===== src/rtl/dpwm_pkg.sv =====
package dpwm_pkg;
  localparam int NCH    = 2;
  localparam int DIV_W  = 7;
  localparam int REG_W  = 32;
  localparam int ADDR_W = 2;

  localparam logic [ADDR_W-1:0] ADDR_CTRL = 2'd0;
  localparam logic [ADDR_W-1:0] ADDR_CNTA = 2'd1;
  localparam logic [ADDR_W-1:0] ADDR_CNTB = 2'd2;

  // control-word field positions per channel
  function automatic int run_bit(input int ch);
    return ch;
  endfunction
  function automatic int sel_lsb(input int ch);
    return (ch == 0) ? 4 : 6;
  endfunction
  function automatic int div_lsb(input int ch);
    return (ch == 0) ? 8 : 16;
  endfunction
  function automatic int gate_bit(input int ch);
    return (ch == 0) ? 15 : 23;
  endfunction
  function automatic int exact_bit(input int ch);
    return (ch == 0) ? 28 : 29;
  endfunction
endpackage


===== src/rtl/dpwm_tick.sv =====
module dpwm_tick #(
  parameter int NSRC  = 4,
  parameter int SEL_W = (NSRC > 1) ? $clog2(NSRC) : 1,
  parameter int DIV_W = 7
) (
  input  logic             clk,
  input  logic             rst,
  input  logic [NSRC-1:0]  src_tick,
  input  logic [SEL_W-1:0] sel,
  input  logic [DIV_W-1:0] div,
  input  logic             gate,
  output logic             tick
);
  logic [DIV_W-1:0] dcnt;
  logic             strobe;
  logic             last;

  always_comb begin
    strobe = 1'b0;
    for (int i = 0; i < NSRC; i++)
      if (sel == SEL_W'(i)) strobe = src_tick[i];
  end

  assign last = (dcnt >= div);
  assign tick = gate & strobe & last;

  always_ff @(posedge clk) begin
    if (rst || !gate)
      dcnt <= '0;
    else if (strobe)
      dcnt <= last ? '0 : dcnt + 1'b1;
  end


  gate_clear_chk: assert property (@(posedge clk) disable iff (rst)
    !gate |=> (dcnt == '0));
endmodule


===== src/rtl/dpwm_phase.sv =====
module dpwm_phase #(
  parameter int CNT_W = 16
) (
  input  logic             clk,
  input  logic             rst,
  input  logic             run,
  input  logic             exact,
  input  logic             tick,
  input  logic             ld_we,
  input  logic [CNT_W-1:0] ld_hi,
  input  logic [CNT_W-1:0] ld_lo,
  output logic             out_q
);
  localparam int PW = CNT_W + 2;

  logic [CNT_W-1:0] st_hi, st_lo, act_hi, act_lo;
  logic [PW-1:0]    pos, per, hlen, ext;
  logic             wrap;

  assign ext  = exact ? PW'(0) : PW'(1);
  assign hlen = PW'(act_hi) + ext;
  assign per  = PW'(act_hi) + PW'(act_lo) + (ext << 1);
  assign wrap = (per == '0) || (pos >= per - PW'(1));

  always_ff @(posedge clk) begin
    if (rst) begin
      st_hi  <= '0;
      st_lo  <= '0;
      act_hi <= '0;
      act_lo <= '0;
      pos    <= '0;
      out_q  <= 1'b0;
    end else begin
      if (ld_we) begin
        st_hi <= ld_hi;
        st_lo <= ld_lo;
      end
      if (!run) begin
        pos    <= '0;
        act_hi <= st_hi;
        act_lo <= st_lo;
      end else if (tick) begin
        if (wrap) begin
          pos    <= '0;
          act_hi <= st_hi;
          act_lo <= st_lo;
        end else begin
          pos <= pos + 1'b1;
        end
      end
      out_q <= run && (pos < hlen);
    end
  end


  run_off_low_chk: assert property (@(posedge clk) disable iff (rst)
    !$past(run) |-> !out_q);

  restart_chk: assert property (@(posedge clk) disable iff (rst)
    !run |=> (pos == '0));

  idle_hold_chk: assert property (@(posedge clk) disable iff (rst)
    (run && $past(run) && !tick && !$past(tick) && !$past(rst) && $stable(exact))
      |=> $stable(out_q));

  hold_counts_chk: assert property (@(posedge clk) disable iff (rst)
    (run && !(tick && wrap)) |=> ($stable(act_hi) && $stable(act_lo)));

  const_zero_low_chk: assert property (@(posedge clk) disable iff (rst)
    (exact && act_hi == '0) |=> !out_q);
endmodule


===== src/rtl/dual_phase_pwm.sv =====
module dual_phase_pwm
  import dpwm_pkg::*;
#(
  parameter int NSRC  = 4,
  parameter int CNT_W = 16
) (
  input  logic                 clk,
  input  logic                 rst,
  input  logic [NSRC-1:0]      src_tick,
  input  logic                 wr_en,
  input  logic [ADDR_W-1:0]    wr_addr,
  input  logic [REG_W-1:0]     wr_data,
  output logic [NCH-1:0]       pwm_out
);
  localparam int SEL_W = (NSRC > 1) ? $clog2(NSRC) : 1;

  logic [REG_W-1:0] ctrl;

  always_ff @(posedge clk) begin
    if (rst)
      ctrl <= '0;
    else if (wr_en && wr_addr == ADDR_CTRL)
      ctrl <= wr_data;
  end

  for (genvar c = 0; c < NCH; c++) begin : g_ch
    localparam logic [ADDR_W-1:0] MY_ADDR = (c == 0) ? ADDR_CNTA : ADDR_CNTB;
    logic tick;

    dpwm_tick #(.NSRC(NSRC), .SEL_W(SEL_W), .DIV_W(DIV_W)) u_tick (
      .clk      (clk),
      .rst      (rst),
      .src_tick (src_tick),
      .sel      (ctrl[sel_lsb(c) +: SEL_W]),
      .div      (ctrl[div_lsb(c) +: DIV_W]),
      .gate     (ctrl[gate_bit(c)]),
      .tick     (tick)
    );

    dpwm_phase #(.CNT_W(CNT_W)) u_phase (
      .clk   (clk),
      .rst   (rst),
      .run   (ctrl[run_bit(c)]),
      .exact (ctrl[exact_bit(c)]),
      .tick  (tick),
      .ld_we (wr_en && wr_addr == MY_ADDR),
      .ld_hi (wr_data[16 +: CNT_W]),
      .ld_lo (wr_data[0 +: CNT_W]),
      .out_q (pwm_out[c])
    );
  end
endmodule


===== config.mk =====
export PLATFORM = sky130hd
export DESIGN_NAME = dual_phase_pwm
export DESIGN_NICKNAME = d
export VERILOG_FILES = /design/src/rtl/dpwm_pkg.sv /design/src/rtl/dpwm_tick.sv /design/src/rtl/dpwm_phase.sv /design/src/rtl/dual_phase_pwm.sv
export SDC_FILE = /design/constraint.sdc
export NUM_CORES = 1
export LEC_CHECK = 0
export ABC_AREA = 1
export CORE_UTILIZATION = 25
export DETAILED_ROUTE_END_ITERATION = 10
export GPL_ROUTABILITY_DRIVEN = 0
export PLACE_DENSITY_LB_ADDON = 0.05
export SLEW_MARGIN = 20
export SYNTH_ARGS = -nofsm -noshare
export SYNTH_HDL_FRONTEND = slang
export SYNTH_HIERARCHICAL = 1
export SYNTH_SLANG_ARGS = --single-unit

===== constraint.sdc =====
create_clock -name clk -period 5.15 [get_ports clk]
set_clock_uncertainty 0.15 [all_clocks]
set_input_delay 1.03 -clock clk [delete_from_list [all_inputs] [get_ports clk]]
set_output_delay 1.03 -clock clk [all_outputs]
set_load 0.1 [all_outputs]

==> results of run 1 <==
[path summary, 6_finish.rpt]
kind	start	to	slack (ns)	cells past startpoint
worst max register to register	ctrl[29]	g_ch[1].u_phase/act_hi[5]	0.33	29
worst min register to register	g_ch[1].u_phase/st_hi[12]	g_ch[1].u_phase/st_hi[12]	0.31	2
worst max-delay path	ctrl[29]	g_ch[1].u_phase/act_hi[5]	0.33	29
worst min-delay path	g_ch[1].u_phase/st_hi[12]	g_ch[1].u_phase/st_hi[12]	0.31	2
[registers in the layout (all words and copies together), names as in the netlist]
signal / cells
g_ch.u_phase/pos: 36
g_ch.u_phase/act_hi: 32
g_ch.u_phase/act_lo: 32
g_ch.u_phase/st_hi: 32
g_ch.u_phase/st_lo: 32
ctrl: 24
g_ch.u_tick/dcnt: 14
g_ch.u_phase/out_q: 2
[power by group through the flow]
| stage | clock network (uW) | registers (uW) | logic [uW] |
|---|---|---|---|
| finish | 1960 | 1720 | 1130 |
| global route | 2100 | 1720 | 1290 |
| CTS | 2040 | 1720 | 1110 |
| detailed placement | 0 | 1750 | 1100 |
| global placement | 0 | 1750 | 1100 |
| floorplan | 0 | 1740 | 768 |
[layout make-up]
type | instances | area (um^2) | share of cell area [%]
clock buffers | 36 | 769 | 4.52
flip-flops and latches | 204 | 4080 | 24.0
clock inverters | 9 | 139 | 0.816
inverters | 318 | 1200 | 7.04
well taps | 756 | 946 | 5.56
diodes | 1 | 2.50 | 0.0147
repair buffers | 104 | 1000 | 5.89
multi-input cells | 1546 | 8880 | 52.2
[Yosys cell counts (all sizes together) (5+ instances only)]
cell type,instances
nor3,33
nor2,247
xor2,50
buf,36
xnor2,21
o21ai,86
a21oi,210
inv,315
nand4,35
and3,6
or2,7
ha,152
and2,7
nand2,465
nand3,187
clkbuf,30
o21bai,5
dfxtp,204
[metrics by stage]
step | total power, uW | utilization, % | area, um^2 | worst slack, ns | setup TNS (ns)
after floorplan | 2500 | - | 14400 | 0.655 | 0
after global placement | 2850 | 28.0 | 15900 | 0.120 | 0
after detailed placement | 2860 | 28.0 | 15900 | -0.00464 | -0.00464
after CTS | 4860 | 29.6 | 16800 | 0.0443 | 0
after global routing | 5110 | 30.0 | 17000 | -0.0239 | -0.0491
final | 4800 | 30.0 | 17000 | 0.333 | 0
[critical path: cells and delay by family, from the launching register on]
kind / cells / cell delay, ns
fa+ha+maj: 4 / 1.36
simple gates: 16 / 1.72
flops: 1 / 0.33
xor+xnor: 2 / 0.28
buf+inv: 6 / 0.72
compound gates: 1 / 0.13
[cells by family (layout without fill, tap and decap cells)]
| family | count (synthesis) | in the layout | share of synthesized area (%) |
|---|---|---|---|
| AND/OR/NAND/NOR | 997 | 999 | 30.7 |
| buffers and inverters | 384 | 467 | 11.1 |
| AO/OA/AOI/OAI | 320 | 320 | 11.7 |
| flip-flops | 204 | 204 | 28.3 |
| adder cells (fa/ha/maj) | 156 | 156 | 13.7 |
| XOR/XNOR | 71 | 71 | 4.57 |
| other | 0 | 1 | 0 |
[metal layers]
layer  GRT usage (%)  wire length (um)
met5               0                 0
met1            22.2             24400
met2            24.6             20000
met3            2.02              1230
met4            2.89               648
[repair_timing]
action | 4_1_cts | 5_1_grt
resized for setup | 1 | 28
pin swaps | 0 | 6
endpoints found under the setup margin | 1 | 96
cloned | 0 | 7
buffers inserted | 0 | 3
==> impl_metrics.yaml, run 1 <==
worst_setup_path:
  slowest_stage: "fa_1"
  crit_required_ns: 5.45
  start_kind: "register"
  max_stage_delay_ns: 0.49
  worstPathArrival_ns: 5.12
  crit_type: "register to register"
  crit_fanout: 10
  end_kind: "register"
  timing.critical_path.mode_cell: "nand2_1"
layout:
  drive_gt1_share_pct: 8.39
  final_cell_mix: "nand2_1, inv_1, nor2_1"
  syn2layout_area_growth_pct: 18.0
  n_fill_cell: 6352
  layout.cells.non_filler: 2974
  nets: 2398
  final_common_cell: "nand2_1"
placement:
  dpl.hpwl_um: 35800
  dp_cells: 2918
  port_buffers: 42
clock_network:
  hold_buffers: 0
  clock_latency_ns: 0.56
  h-tree-depth: 1
  clk_path_buf_depth: 3
  clock-root-buffer: "clkbuf_16"
  cts_tree: "yes"
  cts_buffers: 27
  clock_sinks: 204
  clk_pin_slew_ns: 0.06
floorplanning:
  initial_utilization_pct: 25.5
  die_w_um: 242
  coreArea_um2: 56700
  die_y_um: 242
  io_pins: 43
  num_rows: 87
  die_area_um2: 58700
yosys:
  synthTopCellsByArea: "dfxtp_1, ha_1, nand2_1"
  syn_avg_cell_area_um2: 6.77
  synth_top_cell_by_area: "dfxtp_1"
  yosys_most_used_dff: "dfxtp_1"
  netlist_instances: 2132
  async_reset_ff_share_pct: 0
  syn_area_um2: 14400
  synth_top_area_share_pct: 28.3
  ys_seq_elements: 204
  syn_nets: 2329
  ys_warn_count: 6
  seq_area_frac_synth_pct: 28.3
  synth_edf_count: 0
  ys_types: 52
timing:
  finalSetupViolCount: 0
  period_share_pct: 93.5
  slew_headroom_pct: 35.9
  worst_slew_pin_slew_ns: 0.958
  whs_ns: 0.308
  drv_slew: 0
  final_hold_viol_count: 0
  fmax_mhz: 208
  rsz0062_at_grt: "yes"
  post-route-min-period_ns: 4.82
power:
  p_per_area_nw_per_um2: 282
  power.leakage_uw: 0.00796
  p_sw_share_pct: 31.8
  combPwrFrac_pct: 23.5
  power.internal_uw: 3280
  share_seq_of_total_power_pct: 35.7
  peakVddDrop_v: 0.000248
  p_clk_share_pct: 40.7
  switching_power_uw: 1530
global_route:
  grt_usage_pct: 15.5
  grt_pass1_vias: 13000
  grt_pass1_wl_um: 72200
  overflow: 0
  antenna_found_initial: 1
  grt_max_degree: 65
routing:
  drtAntennaViolNets: 0
  finalWirelength_um: 46200
  wl_per_cell_um: 15.5
  vias_per_cell: 4.46
  drc: 0
  num_vias: 13300
  dr.first_iter.drc_count: 666
  drt_first_pass_iters: 4
flow_run:
  cap_violations: 0
worst_hold_path:
  worstHoldPathType: "register to register"
status:
  run_status: "finished, final reports clean"
No activity file was read; power rests on OpenSTA's default activity.
==> run 2, diff against run 1 <==
--- a/config.mk
+++ b/config.mk
@@ -7,6 +7,7 @@
 export LEC_CHECK = 0
 export ABC_AREA = 1
 export CORE_UTILIZATION = 25
+export CTS_CLUSTER_DIAMETER = 40
 export DETAILED_ROUTE_END_ITERATION = 10
 export GPL_ROUTABILITY_DRIVEN = 0
 export PLACE_DENSITY_LB_ADDON = 0.05
==> impl_metrics.yaml, run 2 (synthesis gave the netlist of run 1 again) <==
status:
  run_status: "finished, final reports clean"
routing:
  finalWirelength_um: 46700
  dr.first_iter.drc_count: 582
  drtAntennaViolNets: 0
  wl_per_cell_um: 15.4
  vias_per_cell: 4.48
  drc: 0
  drt_first_pass_iters: 5
  num_vias: 13500
layout:
  utilization_pct: 31.7
  final_cell_mix: "nand2_1, inv_1, nor2_1"
  nets: 2423
  largest_reg_flops: 36
  drive_gt1_share_pct: 10.3
  antennaDiodeCount: 0
  final_common_cell: "nand2_1"
  max_flop_register: "g_ch.u_phase/pos"
  n_fill_cell: 6293
  syn2layout_area_growth_pct: 24.6
placement:
  port_buffers: 42
  dp_slack_ns: -0.00464
  dpl.hpwl_um: 35800
timing:
  fmax_mhz: 207
  whs_ns: 0.306
  drv_slew: 0
  slew_headroom_pct: 35.9
  final_hold_viol_count: 0
  worst_slew_pin_slew_ns: 0.958
  layout_setup_ws_ns: 0.327
  finalSetupViolCount: 0
  period_share_pct: 93.7
  post-route-min-period_ns: 4.82
clock_network:
  cts_buffers: 51
  clock-root-buffer: "clkbuf_16"
  clk_pin_slew_ns: 0.04
  clk_path_buf_depth: 3
  cts_tree: "yes"
  clock_sinks: 204
  clock_latency_ns: 0.57
  h-tree-depth: 2
worst_setup_path:
  crit_required_ns: 5.45
  end_kind: "register"
  start_kind: "register"
  path_buf_inv: 7
  critPathTopFamily: "simple AND/OR/NAND/NOR gates"
  timing.critical_path.mode_cell: "nand2_1"
  crit_type: "register to register"
  worstPathArrival_ns: 5.12
  max_stage_delay_ns: 0.49
  crit_fanout: 4
  slowest_stage: "fa_1"
power:
  p_per_area_nw_per_um2: 343
  power.leakage_uw: 0.00842
  peakVddDrop_v: 0.000223
floorplanning:
  num_rows: 87
  io_pins: 43
  die_y_um: 242
  initial_utilization_pct: 25.5
  die_area_um2: 58700
  coreArea_um2: 56700
  die_w_um: 242
global_route:
  grt_max_degree: 65
  grt_usage_pct: 15.7
  grt_pass1_wl_um: 72700
  grt_pass1_vias: 13300
  antenna_found_initial: 0
  overflow: 0
flow_run:
  cap_violations: 0
worst_hold_path:
  worstHoldPathType: "register to register"
-- run 2: changes by cell type in the layout (fill, tap and decap cells not counted), sizes merged --
cell,change
clkinv,+6
diode,-1
bufinv,+4
clkinvlp,+2
clkbuf,+37
-- run 2: layer usage --
layer	GRT usage [%]	up-vias	part of all wire (%)
met3	2.58	57	3.3
met5	0	-	0
li1	-	7102	-
met1	22.1	6200	52
met2	24.6	179	43
met4	4.11	0	1.5
-- run 2: worst register-to-register path, delay by kind of cell (launching register included) --
| kind | cells | cell delay (ns) |
|---|---|---|
| AND/OR/NAND/NOR | 16 | 1.61 |
| adder cells (fa/ha/maj) | 4 | 1.39 |
| XOR/XNOR | 1 | 0.15 |
| AO/OA/AOI/OAI | 2 | 0.31 |
| flip-flops | 1 | 0.32 |
| buffers and inverters | 7 | 0.80 |
-- run 2: cell type report --
class / instances / area (um^2) / area share, %
multi-input combinational: 1546 / 8910 / 49.5
sequential: 204 / 4080 / 22.7
clock buffer: 72 / 1480 / 8.20
inverter: 318 / 1200 / 6.67
timing repair buffer: 105 / 1060 / 5.89
tap: 756 / 946 / 5.26
clock inverter: 21 / 312 / 1.73
-- run 2: report_power, final --
| part | switching (uW) | internal (uW) | total, uW |
|---|---|---|---|
| Sequential | 59.0 | 1660 | 1720 |
| Clock | 994 | 2320 | 3320 |
| Combinational | 708 | 430 | 1140 |
-- run 2: path summary, 6_finish.rpt --
check | start | to | slack (ns) | cells past startpoint
max reg2reg | ctrl[29] | g_ch[1].u_phase/act_hi[2] | 0.33 | 30
min | g_ch[1].u_phase/st_hi[7] | g_ch[1].u_phase/st_hi[7] | 0.31 | 2
min reg2reg | g_ch[1].u_phase/st_hi[7] | g_ch[1].u_phase/st_hi[7] | 0.31 | 2
max | ctrl[29] | g_ch[1].u_phase/act_hi[2] | 0.33 | 30
-- run 2: per-stage QoR --
| stage | total power [uW] | setup TNS [ns] | std cells | instance area (um^2) |
|---|---|---|---|---|
| after global placement | 2850 | 0 | 2918 | 15900 |
| after floorplan | 2500 | 0 | 2132 | 14400 |
| after global routing | 6510 | -0.0825 | 3022 | 18000 |
| after CTS | 6250 | 0 | 3011 | 17600 |
| after detailed placement | 2860 | -0.00464 | 2918 | 15900 |
| final | 6180 | 0 | 3022 | 18000 |
-- run 2: repair_timing --
action                                  CTS  global route
hold buffers                              0             0
gates resized for setup                   1            37
cloned                                    0             8
endpoints found under the setup margin    1            97
pin swaps                                 0            13
setup buffers                             0             3
